<file path="config.mk">
export PLATFORM = sky130hd
export DESIGN_NAME = nor_erase_seq
export DESIGN_NICKNAME = d
export VERILOG_FILES = /design/src/rtl/nor_erase_pkg.sv /design/src/rtl/nor_rst_sync.sv /design/src/rtl/nor_sector_limits.sv /design/src/rtl/nor_status_decode.sv /design/src/rtl/nor_erase_ctrl.sv /design/src/rtl/nor_erase_seq.sv
export SDC_FILE = /design/constraint.sdc
export NUM_CORES = 1
export LEC_CHECK = 0
export ABC_AREA = 1
export BUFFER_PORTS_ARGS = -buffer_cell sky130_fd_sc_hd__buf_2
export CAP_MARGIN = 20
export CORE_ASPECT_RATIO = 1.75
export CORE_MARGIN = 2
export CORE_UTILIZATION = 40
export DETAILED_ROUTE_END_ITERATION = 10
export GPL_ROUTABILITY_DRIVEN = 1
export GPL_TIMING_DRIVEN = 1
export PLACE_DENSITY = 0.78
export SETUP_SLACK_MARGIN = 0.3
export SLEW_MARGIN = 20
export SYNTH_ARGS = -nofsm -noshare
export SYNTH_HDL_FRONTEND = slang
export SYNTH_SLANG_ARGS = --single-unit
</file>
<file path="constraint.sdc">
create_clock -name clk -period 1.9 [get_ports clk]
set_input_delay 0.38 -clock clk [delete_from_list [all_inputs] [get_ports clk]]
set_output_delay 0.38 -clock clk [all_outputs]
set_load 0.02 [all_outputs]
</file>
<file path="src/rtl/nor_erase_pkg.sv">
package nor_erase_pkg;

  typedef enum logic [1:0] {
    ERR_NONE  = 2'b00,
    ERR_ALIGN = 2'b01,
    ERR_ERASE = 2'b10,
    ERR_PROT  = 2'b11
  } erase_err_e;

  typedef enum logic [3:0] {
    ST_IDLE,
    ST_CHK_START,
    ST_CHK_END,
    ST_ID_W,
    ST_LOCK_R,
    ST_UNL1_W,
    ST_UNL2_W,
    ST_ERA1_W,
    ST_ERA2_W,
    ST_POLL_R,
    ST_RDARR_W,
    ST_CLR_W,
    ST_FIN
  } seq_state_e;

  // status bits the decoder looks at
  typedef struct packed {
    logic rdy;
    logic b5;
    logic b4;
    logic b3;
    logic b1;
  } stat_bits_t;

endpackage

</file>
<file path="src/rtl/nor_rst_sync.sv">
module nor_rst_sync #(
  parameter int STAGES = 2
) (
  input  logic clk,
  input  logic rst_n,
  output logic rst_n_sync
);

  logic [STAGES-1:0] sync_q;

  always_ff @(posedge clk or negedge rst_n) begin
    if (!rst_n) begin
      sync_q <= '0;
    end else begin
      sync_q <= {sync_q[STAGES-2:0], 1'b1};
    end
  end

  assign rst_n_sync = sync_q[STAGES-1];

endmodule

</file>
<file path="src/rtl/nor_sector_limits.sv">
module nor_sector_limits #(
  parameter int AW         = 12,
  parameter int SMALL_BITS = 8,
  parameter int BIG_BITS   = 10,
  parameter int BOOT_SECTS = 4
) (
  input  logic [AW-1:0] addr_i,
  output logic [AW:0]   base_o,
  output logic [AW:0]   lim_o
);

  localparam logic [AW:0] ONE       = {{AW{1'b0}}, 1'b1};
  localparam logic [AW:0] SMALL_SZ  = ONE << SMALL_BITS;
  localparam logic [AW:0] BIG_SZ    = ONE << BIG_BITS;
  localparam logic [AW:0] SMALL_MSK = SMALL_SZ - ONE;
  localparam logic [AW:0] BIG_MSK   = BIG_SZ - ONE;
  localparam logic [AW:0] BOOT_END  = SMALL_SZ * BOOT_SECTS;

  logic [AW:0] a_ext;
  logic [AW:0] rel;

  assign a_ext = {1'b0, addr_i};

  generate
    if (BOOT_SECTS > 0) begin : g_boot
      always_comb begin
        rel = a_ext - BOOT_END;
        if (a_ext < BOOT_END) begin
          base_o = a_ext & ~SMALL_MSK;
          lim_o  = base_o + SMALL_SZ;
        end else begin
          base_o = BOOT_END + (rel & ~BIG_MSK);
          lim_o  = base_o + BIG_SZ;
        end
      end
    end else begin : g_uniform
      always_comb begin
        rel    = a_ext;
        base_o = rel & ~BIG_MSK;
        lim_o  = base_o + BIG_SZ;
      end
    end
  endgenerate

endmodule

</file>
<file path="src/rtl/nor_status_decode.sv">
module nor_status_decode
  import nor_erase_pkg::*;
(
  input  stat_bits_t st_i,
  output logic       ready_o,
  output erase_err_e code_o
);

  always_comb begin
    ready_o = st_i.rdy;
    if (st_i.b3) begin
      code_o = ERR_ERASE;          // supply fault
    end else if (st_i.b5 && st_i.b4) begin
      code_o = ERR_ERASE;          // bad command order
    end else if (st_i.b5) begin
      code_o = ERR_ERASE;          // erase did not complete
    end else if (st_i.b1) begin
      code_o = ERR_PROT;
    end else begin
      code_o = ERR_NONE;
    end
  end

endmodule

</file>
<file path="src/rtl/nor_erase_ctrl.sv">
module nor_erase_ctrl
  import nor_erase_pkg::*;
#(
  parameter int          AW            = 12,
  parameter int          BANK_BITS     = 11,
  parameter int          LOCK_OFS      = 2,
  parameter logic [15:0] CMD_IDENT     = 16'h0090,
  parameter logic [15:0] CMD_PROT_SET  = 16'h0060,
  parameter logic [15:0] CMD_UNLOCK    = 16'h00D0,
  parameter logic [15:0] CMD_ERA_SETUP = 16'h0020,
  parameter logic [15:0] CMD_ERA_CONF  = 16'h00D0,
  parameter logic [15:0] CMD_RD_ARRAY  = 16'h00FF,
  parameter logic [15:0] CMD_CLR_STAT  = 16'h0050
) (
  input  logic          clk,
  input  logic          rst_n,
  input  logic          start_i,
  input  logic [AW-1:0] start_addr_i,
  input  logic [AW:0]   end_addr_i,
  input  logic          single_i,
  // geometry lookup
  output logic [AW-1:0] lk_addr_o,
  input  logic [AW:0]   lk_base_i,
  input  logic [AW:0]   lk_lim_i,
  // status decode
  input  logic          st_ready_i,
  input  erase_err_e    st_code_i,
  // memory bus
  output logic          bus_req_o,
  output logic          bus_we_o,
  output logic [AW-1:0] bus_addr_o,
  output logic [15:0]   bus_wdata_o,
  input  logic [15:0]   bus_rdata_i,
  input  logic          bus_ack_i,
  // result
  output logic          busy_o,
  output logic          done_o,
  output erase_err_e    err_o
);

  localparam logic [AW:0]   DEV_SIZE = {1'b1, {AW{1'b0}}};
  localparam logic [AW-1:0] LOCK_OFF = AW'(LOCK_OFS);

  seq_state_e  state_q, state_d;
  logic [AW-1:0] cur_q, cur_d;
  logic          cur_en;
  logic [AW:0]   end_q, end_d;
  logic          end_en;
  logic          single_q;
  logic          single_en;
  erase_err_e    code_q;
  logic          code_en;
  erase_err_e    err_q, err_d;
  logic          err_en;

  logic [AW-1:0] bank_addr;
  logic          lim_stop;

  assign bank_addr = {cur_q[AW-1:BANK_BITS], {BANK_BITS{1'b0}}};
  assign lim_stop  = (lk_lim_i == end_q) || (lk_lim_i == DEV_SIZE);
  assign lk_addr_o = (state_q == ST_CHK_END) ? end_q[AW-1:0] : cur_q;

  // next state and bus drive
  always_comb begin
    state_d     = state_q;
    cur_en      = 1'b0;
    cur_d       = cur_q;
    end_en      = 1'b0;
    end_d       = end_q;
    single_en   = 1'b0;
    code_en     = 1'b0;
    err_en      = 1'b0;
    err_d       = err_q;
    bus_req_o   = 1'b0;
    bus_we_o    = 1'b0;
    bus_addr_o  = '0;
    bus_wdata_o = '0;

    case (state_q)
      ST_IDLE: begin
        if (start_i) begin
          state_d   = ST_CHK_START;
          cur_en    = 1'b1;
          cur_d     = start_addr_i;
          end_en    = 1'b1;
          end_d     = end_addr_i;
          single_en = 1'b1;
        end
      end

      ST_CHK_START: begin
        if (lk_base_i != {1'b0, cur_q}) begin
          state_d = ST_FIN;
          err_en  = 1'b1;
          err_d   = ERR_ALIGN;
        end else if (single_q) begin
          end_en  = 1'b1;
          end_d   = lk_lim_i;
          state_d = ST_ID_W;
        end else begin
          state_d = ST_CHK_END;
        end
      end

      ST_CHK_END: begin
        if (end_q > DEV_SIZE) begin
          state_d = ST_FIN;
          err_en  = 1'b1;
          err_d   = ERR_ALIGN;
        end else if (end_q != DEV_SIZE && lk_base_i != end_q) begin
          state_d = ST_FIN;
          err_en  = 1'b1;
          err_d   = ERR_ALIGN;
        end else if (end_q == {1'b0, cur_q}) begin
          state_d = ST_FIN;
          err_en  = 1'b1;
          err_d   = ERR_NONE;
        end else begin
          state_d = ST_ID_W;
        end
      end

      ST_ID_W: begin
        bus_req_o   = 1'b1;
        bus_we_o    = 1'b1;
        bus_addr_o  = bank_addr;
        bus_wdata_o = CMD_IDENT;
        if (bus_ack_i) state_d = ST_LOCK_R;
      end

      ST_LOCK_R: begin
        bus_req_o  = 1'b1;
        bus_addr_o = cur_q + LOCK_OFF;
        if (bus_ack_i) state_d = (|bus_rdata_i) ? ST_UNL1_W : ST_ERA1_W;
      end

      ST_UNL1_W: begin
        bus_req_o   = 1'b1;
        bus_we_o    = 1'b1;
        bus_addr_o  = cur_q;
        bus_wdata_o = CMD_PROT_SET;
        if (bus_ack_i) state_d = ST_UNL2_W;
      end

      ST_UNL2_W: begin
        bus_req_o   = 1'b1;
        bus_we_o    = 1'b1;
        bus_addr_o  = cur_q;
        bus_wdata_o = CMD_UNLOCK;
        if (bus_ack_i) state_d = ST_ERA1_W;
      end

      ST_ERA1_W: begin
        bus_req_o   = 1'b1;
        bus_we_o    = 1'b1;
        bus_addr_o  = bank_addr;
        bus_wdata_o = CMD_ERA_SETUP;
        if (bus_ack_i) state_d = ST_ERA2_W;
      end

      ST_ERA2_W: begin
        bus_req_o   = 1'b1;
        bus_we_o    = 1'b1;
        bus_addr_o  = cur_q;
        bus_wdata_o = CMD_ERA_CONF;
        if (bus_ack_i) state_d = ST_POLL_R;
      end

      ST_POLL_R: begin
        bus_req_o  = 1'b1;
        bus_addr_o = bank_addr;
        if (bus_ack_i && st_ready_i) begin
          code_en = 1'b1;
          state_d = ST_RDARR_W;
        end
      end

      ST_RDARR_W: begin
        bus_req_o   = 1'b1;
        bus_we_o    = 1'b1;
        bus_addr_o  = bank_addr;
        bus_wdata_o = CMD_RD_ARRAY;
        if (bus_ack_i) begin
          if (code_q != ERR_NONE) begin
            state_d = ST_CLR_W;
          end else if (lim_stop) begin
            state_d = ST_FIN;
            err_en  = 1'b1;
            err_d   = ERR_NONE;
          end else begin
            cur_en  = 1'b1;
            cur_d   = lk_lim_i[AW-1:0];
            state_d = ST_ID_W;
          end
        end
      end

      ST_CLR_W: begin
        bus_req_o   = 1'b1;
        bus_we_o    = 1'b1;
        bus_addr_o  = bank_addr;
        bus_wdata_o = CMD_CLR_STAT;
        if (bus_ack_i) begin
          state_d = ST_FIN;
          err_en  = 1'b1;
          err_d   = code_q;
        end
      end

      ST_FIN: begin
        state_d = ST_IDLE;
      end

      default: begin
        state_d = ST_IDLE;
      end
    endcase
  end

  // registers
  always_ff @(posedge clk or negedge rst_n) begin
    if (!rst_n) begin
      state_q  <= ST_IDLE;
      cur_q    <= '0;
      end_q    <= '0;
      single_q <= 1'b0;
      code_q   <= ERR_NONE;
      err_q    <= ERR_NONE;
    end else begin
      state_q <= state_d;
      if (cur_en)    cur_q    <= cur_d;
      if (end_en)    end_q    <= end_d;
      if (single_en) single_q <= single_i;
      if (code_en)   code_q   <= st_code_i;
      if (err_en)    err_q    <= err_d;
    end
  end

  assign busy_o = (state_q != ST_IDLE);
  assign done_o = (state_q == ST_FIN);
  assign err_o  = err_q;

endmodule

</file>
<file path="src/rtl/nor_erase_seq.sv">
module nor_erase_seq
  import nor_erase_pkg::*;
#(
  parameter int AW         = 12,
  parameter int SMALL_BITS = 8,
  parameter int BIG_BITS   = 10,
  parameter int BOOT_SECTS = 4,
  parameter int BANK_BITS  = 11,
  parameter int LOCK_OFS   = 2
) (
  input  logic          clk,
  input  logic          rst_n,
  input  logic          start_i,
  input  logic [AW-1:0] start_addr_i,
  input  logic [AW:0]   end_addr_i,
  input  logic          single_i,
  output logic          busy_o,
  output logic          done_o,
  output logic [1:0]    err_o,
  output logic          bus_req_o,
  output logic          bus_we_o,
  output logic [AW-1:0] bus_addr_o,
  output logic [15:0]   bus_wdata_o,
  input  logic [15:0]   bus_rdata_i,
  input  logic          bus_ack_i
);

  logic          rst_n_int;
  logic [AW-1:0] lk_addr;
  logic [AW:0]   lk_base;
  logic [AW:0]   lk_lim;
  stat_bits_t    st_bits;
  logic          st_ready;
  erase_err_e    st_code;
  erase_err_e    err_int;

  nor_rst_sync #(.STAGES(2)) u_rst (
    .clk        (clk),
    .rst_n      (rst_n),
    .rst_n_sync (rst_n_int)
  );

  nor_sector_limits #(
    .AW(AW), .SMALL_BITS(SMALL_BITS), .BIG_BITS(BIG_BITS), .BOOT_SECTS(BOOT_SECTS)
  ) u_geom (
    .addr_i (lk_addr),
    .base_o (lk_base),
    .lim_o  (lk_lim)
  );

  assign st_bits = '{rdy: bus_rdata_i[7], b5: bus_rdata_i[5], b4: bus_rdata_i[4],
                     b3: bus_rdata_i[3], b1: bus_rdata_i[1]};

  nor_status_decode u_dec (
    .st_i    (st_bits),
    .ready_o (st_ready),
    .code_o  (st_code)
  );

  nor_erase_ctrl #(
    .AW(AW), .BANK_BITS(BANK_BITS), .LOCK_OFS(LOCK_OFS)
  ) u_ctrl (
    .clk          (clk),
    .rst_n        (rst_n_int),
    .start_i      (start_i),
    .start_addr_i (start_addr_i),
    .end_addr_i   (end_addr_i),
    .single_i     (single_i),
    .lk_addr_o    (lk_addr),
    .lk_base_i    (lk_base),
    .lk_lim_i     (lk_lim),
    .st_ready_i   (st_ready),
    .st_code_i    (st_code),
    .bus_req_o    (bus_req_o),
    .bus_we_o     (bus_we_o),
    .bus_addr_o   (bus_addr_o),
    .bus_wdata_o  (bus_wdata_o),
    .bus_rdata_i  (bus_rdata_i),
    .bus_ack_i    (bus_ack_i),
    .busy_o       (busy_o),
    .done_o       (done_o),
    .err_o        (err_int)
  );

  assign err_o = err_int;

endmodule

</file>
# Word level (Yosys, flattened, before mapping)
# Index checks and enable logic that the tools add are counted.
# Widths: inputs -> output; s select.
[totals] reg_bits=36 latch_bits=0 ram_bits=0 rom_bits=0 in_bits=46 out_inout_bits=34 word_cells=137 n_memories=0
[classes] add_sub_neg=5 mul=0 n_div=0 magnitude_cmp=2 eq_ne=35 shift=0 n_mux=68 bitwise=0 n_reduce_logical=20
[op_table] operator="$mux 13" count=5
[op_table] operator="$mux 4" count=16
[op_table] operator="$mux 12" count=5
[op_table] operator="$pmux 4 s12" count=1
[op_table] operator="$pmux 8 s6" count=1
[op_table] operator="$pmux 12 s3" count=1
[op_table] operator="$mux 2" count=13
[op_table] operator="$pmux 13 s2" count=1
[op_table] operator="$ne 2x2->1 const B" count=12
[op_table] operator="$pmux 12 s2" count=1
[op_table] operator="$eq 4x4->1 const B" count=5
[op_table] operator="$mux 1" count=20
[op_table] operator="$eq 4x3->1 const B" count=4
[op_table] operator="$reduce_or 16->1" count=1
[op_table] operator="$add 11x13->13 const A" count=1
[op_table] operator="$add 12x9->13 const B" count=1
[op_table] operator="$add 13x11->13 const B" count=1
[op_table] operator="$eq 13x12->1" count=1
[op_table] operator="$eq 13x13->1" count=1
[op_table] operator="$eq 13x13->1 const B" count=1
[op_table] operator="$gt 13x13->1 const B" count=1
[op_table] operator="$ne 13x12->1" count=1
[op_table] operator="$ne 13x13->1" count=1
[op_table] operator="$ne 13x13->1 const B" count=1
[op_table] operator="other kinds (24)" count=34

# Logic depth before layout (Yosys ltp)
[depth] depth_word=13 ltp_mapped=23 mapped_depth_nobuf=22

# By module
# A second synthesis with hierarchy kept.
[hier_totals] cells_unflattened=623 hier_area_um2=3836.2
[by_module_without_submodules] mod="nor_erase_ctrl" n_inst=1 cells_per_inst=563 area_each_um2=3457.1 seq_area_each_um2=850.8
[by_module_without_submodules] mod="nor_sector_limits" n_inst=1 cells_per_inst=51 area_each_um2=296.5 seq_area_each_um2=0.0
[by_module_without_submodules] mod="nor_rst_sync" n_inst=1 cells_per_inst=3 area_each_um2=53.8 seq_area_each_um2=50.0
[by_module_without_submodules] mod="nor_status_decode" n_inst=1 cells_per_inst=6 area_each_um2=28.8 seq_area_each_um2=0.0

# Worst setup path before layout
# Ideal clock, no wire load.
[synth_path] kind="register to register" from="register u_ctrl.state_q[2]" to="register u_ctrl.cur_q[11]" setup_ns=0.118 arrival_time_ns=2.301 t_required_ns=1.782 slack_ns=-0.519 stages_incl_launch_ff=21 period_less_slack_ns=2.419 path_cell_list="dfrtp_1 > nor2_4 > nand2_4 > nand2_1 > nand2_1 > inv_2 > ha_1 > inv_1 > nor2_1 > inv_1 > nand3_1 > nand2_2 > nand2_1 > nand2_1 > nand2_1 > nor2_1 > nand2_1 > nand4_2 > buf_6 > nand3_1 > nand2_1"
[synth_between] elab_chain_cells=13 elab_cells_between_ends=27 cone_classes="4 x add/sub; 1 x order compare; 8 x eq/ne; 10 x mux; 4 x reduce/logical"
[synth_rtl] item="start: declaration" line="nor_erase_ctrl.sv:44" rtl="seq_state_e state_q, state_d;"
[synth_rtl] item="start signal: assignment" line="nor_erase_ctrl.sv:230" rtl="state_q <= state_d;"
[synth_rtl] item="$eq 4x2->1" line="nor_erase_ctrl.sv:61" rtl="assign lk_addr_o = (state_q == ST_CHK_END) ? end_q[AW-1:0] : cur_q;"
[synth_rtl] item="$mux 12" line="nor_erase_ctrl.sv:61"
[synth_rtl] item="$sub 12x11->13" line="nor_sector_limits.sv:27" rtl="rel = a_ext - BOOT_END;"
[synth_rtl] item="$add 11x13->13" line="nor_sector_limits.sv:32" rtl="base_o = BOOT_END + (rel & ~BIG_MSK);"
[synth_rtl] item="$add 13x11->13" line="nor_sector_limits.sv:33" rtl="lim_o = base_o + BIG_SZ;"
[synth_rtl] item="$mux 13" line="nor_sector_limits.sv:28" rtl="if (a_ext < BOOT_END) begin"
[synth_rtl] item="$eq 13x13->1" line="nor_erase_ctrl.sv:60" rtl="assign lim_stop = (lk_lim_i == end_q) || (lk_lim_i == DEV_SIZE);"
[synth_rtl] item="$logic_or 1x1->1" line="nor_erase_ctrl.sv:60"
[synth_rtl] item="$mux 1" line="nor_erase_ctrl.sv:186" rtl="end else if (lim_stop) begin"
[synth_rtl] item="$mux 1" line="nor_erase_ctrl.sv:184" rtl="if (code_q != ERR_NONE) begin"
[synth_rtl] item="$mux 1" line="nor_erase_ctrl.sv:183" rtl="if (bus_ack_i) begin"
[synth_rtl] item="$pmux 1 s2" line="nor_erase_ctrl.sv:79" rtl="case (state_q)"
[synth_rtl] item="$reduce_and 6->1 (no source line)"
[synth_rtl] item="end signal: assignment" line="nor_erase_ctrl.sv:231" rtl="if (cur_en) cur_q <= cur_d;"
[synth_rtl] item="end: declaration" line="nor_erase_ctrl.sv:45" rtl="logic [AW-1:0] cur_q, cur_d;"
# Several ways; a longest one is shown, not always the timed one. The select of a mux whose other input is x is not followed.
# A chain may end at the register's enable or synchronous reset.

# Worst setup path after layout
[layout_path] from="register u_ctrl.state_q[2]" to="register u_ctrl.state_q[1]"
[layout_between] elab_chain_cells=12 elab_cells_between_ends=44 cone_classes="4 x add/sub; 1 x order compare; 25 x eq/ne; 10 x mux; 4 x reduce/logical"
[layout_rtl] item="$eq 4x2->1" line="nor_erase_ctrl.sv:61, nor_erase_ctrl.sv:79"
[layout_rtl] item="$mux 12" line="nor_erase_ctrl.sv:61"
[layout_rtl] item="$sub 12x11->13" line="nor_sector_limits.sv:27"
[layout_rtl] item="$add 11x13->13" line="nor_sector_limits.sv:32"
[layout_rtl] item="$add 13x11->13" line="nor_sector_limits.sv:33"
[layout_rtl] item="$mux 13" line="nor_sector_limits.sv:28"
[layout_rtl] item="$eq 13x13->1" line="nor_erase_ctrl.sv:60"
[layout_rtl] item="$logic_or 1x1->1" line="nor_erase_ctrl.sv:60"
[layout_rtl] item="$mux 4" line="nor_erase_ctrl.sv:186"
[layout_rtl] item="$mux 4" line="nor_erase_ctrl.sv:184"
[layout_rtl] item="$mux 4" line="nor_erase_ctrl.sv:183"
[layout_rtl] item="$pmux 4 s12" line="nor_erase_ctrl.sv:79"
# Several ways; a longest one is shown, not always the timed one. The select of a mux whose other input is x is not followed.

==> impl_metrics.tcl <==
set metrics [dict create \
    grt_pass1_wl_mm 20.8 \
    num_io_pins 80 \
    timing.fmax_mhz 388 \
    intPower_uw 5240 \
    die_y_um 120 \
    p_clk_frac 0.093 \
    wl_per_cell_um 20.4 \
    skew_ps 8.95 \
    slowest_delay_ps 440 \
    p_leak_uw 0.00281 \
    final_cells 749 \
    grt_pass1_vias 4290 \
    cts_max_path_buffers 2 \
    reg2reg_to "u_ctrl.state_q[1]" \
    synth_top_cell_by_area "dfrtp_1" \
    rows 42 \
    p_seq_frac 0.141 \
    ant_nets 0 \
    die_width_um 70.3 \
    slew_headroom 0.596 \
    period_share 1.36 \
    root_buffer "clkbuf_16" \
    post-place-ws_ps -629 \
    drtPass1Iterations 5 \
    yosysWarnings 0 \
    period_needed_ps 2580 \
    worstPathRequired_ps 2070 \
    yosysMostFrequentCell "nand2_1" \
    combinationalPowerShare 0.766 \
    seq_area_frac_synth 0.293 \
    grt_setup_unrepaired "yes" \
    gp_congestion 0.961 \
    ys_ff_latch 36 \
    cp_cell_sequence "nor2_4 -> nand2_4 -> nand2_2 -> nand2_2 -> inv_2 -> ha_4 -> inv_2 -> nor2_4 -> nand3_2 -> nand2_2 -> nand2_1 -> nand2_1 -> nand2_1 -> nor2_1 -> nand2_2 -> nand3_4 -> nand3_1 -> nand2_1 -> nand2_2" \
    dpl_cell_area_sq_um 4420 \
    synth-edff-count 0 \
    core_sq_um 7510 \
    violations "setup timing" \
    maxSlewViolCount 0 \
    nNetsFinal 710 \
    cts.sinks 36 \
    routed_wl_mm 15.3 \
    switchingPower_uw 5200 \
    grt_max_degree 35 \
    ys_types 45 \
    antenna_found_initial 0 \
    overflow 0 \
    synth_top_area_frac 0.293 \
    cts.htree.levels 2 \
    fin_area_sq_um 5600 \
    setup_ws_ps -680 \
    crit_arrival_ps 2750 \
    die_area_sq_um 8430 \
    drive_above_1_share 0.536 \
    finalHoldViolations 0 \
    initial_core_util 0.409 \
    crit_fanout 6 \
    drt_iter0_markers 455 \
    max_cap_violations 0 \
    worstHoldPathType "flip-flop to asynchronous set/reset pin" \
    synth_area_sq_um 3070 \
    placed_cells 702 \
    cts_tree "built" \
    grt_util_all_layers 0.316 \
    slowest_stage "dfrtp_2" \
    synth-main-ff-cell "dfrtp_1" \
    synthTopCellsByCount "123 x nand2_1, 71 x nand3_1, 43 x nor2_1" \
    cp-end-kind "flip-flop" \
    detailed_place_hpwl_mm 8.90 \
    clock_latency_ps 300 \
    vias 4354 \
    critPathLaunchType "flip-flop" \
    rrSetupSlack_ps -680 \
    synth_cells 458 \
    path_clk_slew_ps 60 \
    powerDensity_nw_per_um2 1860 \
    avgSynthCellArea_sq_um 6.71 \
    syn_to_final_growth_pct 82.0 \
    reg2reg_from "u_ctrl.state_q[2]" \
    portBuffers 71 \
    crit_top_cell "nand2_2" \
    drc 0 \
    avgViaCountPerCell 5.81 \
    max_slew.worst_pin.slew_ps 604 \
    setup_viol 56 \
    crit_type "flip-flop to flip-flop" \
    outcome "finished with violations" \
    n_antenna_cell 0 \
    synth_area_leaders "dfrtp_1 29%, nand2_1 15%, nand3_1 12%" \
    switching_share 0.498 \
    async_reset_ff_frac 1.00 \
    r2r_cells 19 \
    ir_worst_vdd_uv 1200 \
    numCtsBuffers 5 \
]
## state kept, by name (all words and copies together), names as in the netlist
signal / count
u_ctrl.cur_q: 12
u_rst.sync_q: 2
u_ctrl.state_q: 4
u_ctrl.err_o: 2
u_ctrl.single_q: 1
u_ctrl.code_q: 2
u_ctrl.end_q: 13
## area by class of cell
class,count,area (sq um)
tap,88,110
sequential,36,905
multi-input combinational,361,2560
inverter,49,214
timing repair buffer,207,1640
clock inverter,2,35.0
clock buffer,6,129
fill,491,1920
## repair_timing
action	4_1_cts	5_1_grt
resized for setup	122	63
endpoints found under the hold margin	2	0
setup buffers	23	12
endpoints found under the setup margin	56	58
hold buffers	1	0
cloned	2	1
pin swaps	28	24
## worst max-delay path, delay by kind of cell, from the launching register on
family / cells / cell delay [ps]
flops: 1 / 440
buf+inv: 2 / 120
fa+ha+maj: 1 / 160
simple gates: 16 / 1740
## metrics by stage
| stage | utilization | total power, uW | hold slack [ps] | setup TNS, ps |
|---|---|---|---|---|
| finish | 0.745 | 10400 | 287 | -27750 |
| global route | 0.745 | 10800 | 318 | -32780 |
| CTS | 0.695 | 9420 | 301 | -20950 |
| detailed placement | 0.588 | 7270 | 168 | -20380 |
| global placement | 0.588 | 7150 | 165 | -18020 |
| floorplan | - | 4930 | 84.4 | -10650 |
## logic make-up (layout without fill, tap and decap cells)
kind of cell,after synthesis,after routing,share of synthesized area
compound gates,59,59,0.129
xor+xnor,8,8,0.0228
fa+ha+maj,4,4,0.0163
buf+inv,71,264,0.111
flops,36,36,0.293
other cells,2,9,0.00244
simple gates,278,281,0.426
## layout by cell type (no fill, tap or decap), types with 4 or more instances in the layout
cell type / n
conb_1: 9
o22ai_1: 4
a21oi_1: 7
o21ai_4: 5
o21ai_1: 9
nand2_4: 16
nor2_1: 27
inv_2: 11
xor2_1: 7
clkbuf_16: 5
nand2_2: 16
inv_4: 5
buf_6: 40
nor3_1: 4
o21ai_2: 5
dfrtp_1: 33
nand3_2: 19
nand3_4: 6
inv_1: 30
o211ai_2: 4
nand3_1: 49
o21ai_0: 7
buf_4: 114
nor2_2: 4
nor2_4: 18
nand2_1: 99
nor4_1: 4
buf_2: 47
nand4_1: 8
## per-layer routing
| layer | routed length, um | share of wire | vias up | global-route usage |
|---|---|---|---|---|
| met5 | 0 | 0 | - | 0 |
| li1 | - | - | 1906 | - |
| met1 | 5130 | 0.34 | 2012 | 0.309 |
| met2 | 7800 | 0.51 | 315 | 0.571 |
| met4 | 1340 | 0.088 | 0 | 0.255 |
| met3 | 979 | 0.064 | 121 | 0.0462 |
## power groups by stage
| stage | Clock [uW] | Combinational [uW] | Sequential, uW |
|---|---|---|---|
| floorplan | 0 | 3480 | 1460 |
| global placement | 0 | 5760 | 1390 |
| detailed placement | 0 | 5860 | 1410 |
| CTS | 971 | 7050 | 1410 |
| global route | 999 | 8360 | 1480 |
| finish | 973 | 7990 | 1470 |
## worst max-delay path by stage
| stage | start | to |
|---|---|---|
| after detailed placement | u_ctrl.state_q[0] | u_ctrl.cur_q[10] |
| after global placement | u_ctrl.state_q[0] | u_ctrl.cur_q[3] |
| after CTS | u_ctrl.state_q[1] | u_ctrl.state_q[3] |
| final | u_ctrl.state_q[2] | u_ctrl.state_q[1] |
| after global routing | u_ctrl.state_q[2] | u_ctrl.state_q[2] |
| after floorplan | u_ctrl.state_q[3] | u_ctrl.cur_q[10] |
(Power assumes the default switching activity.)
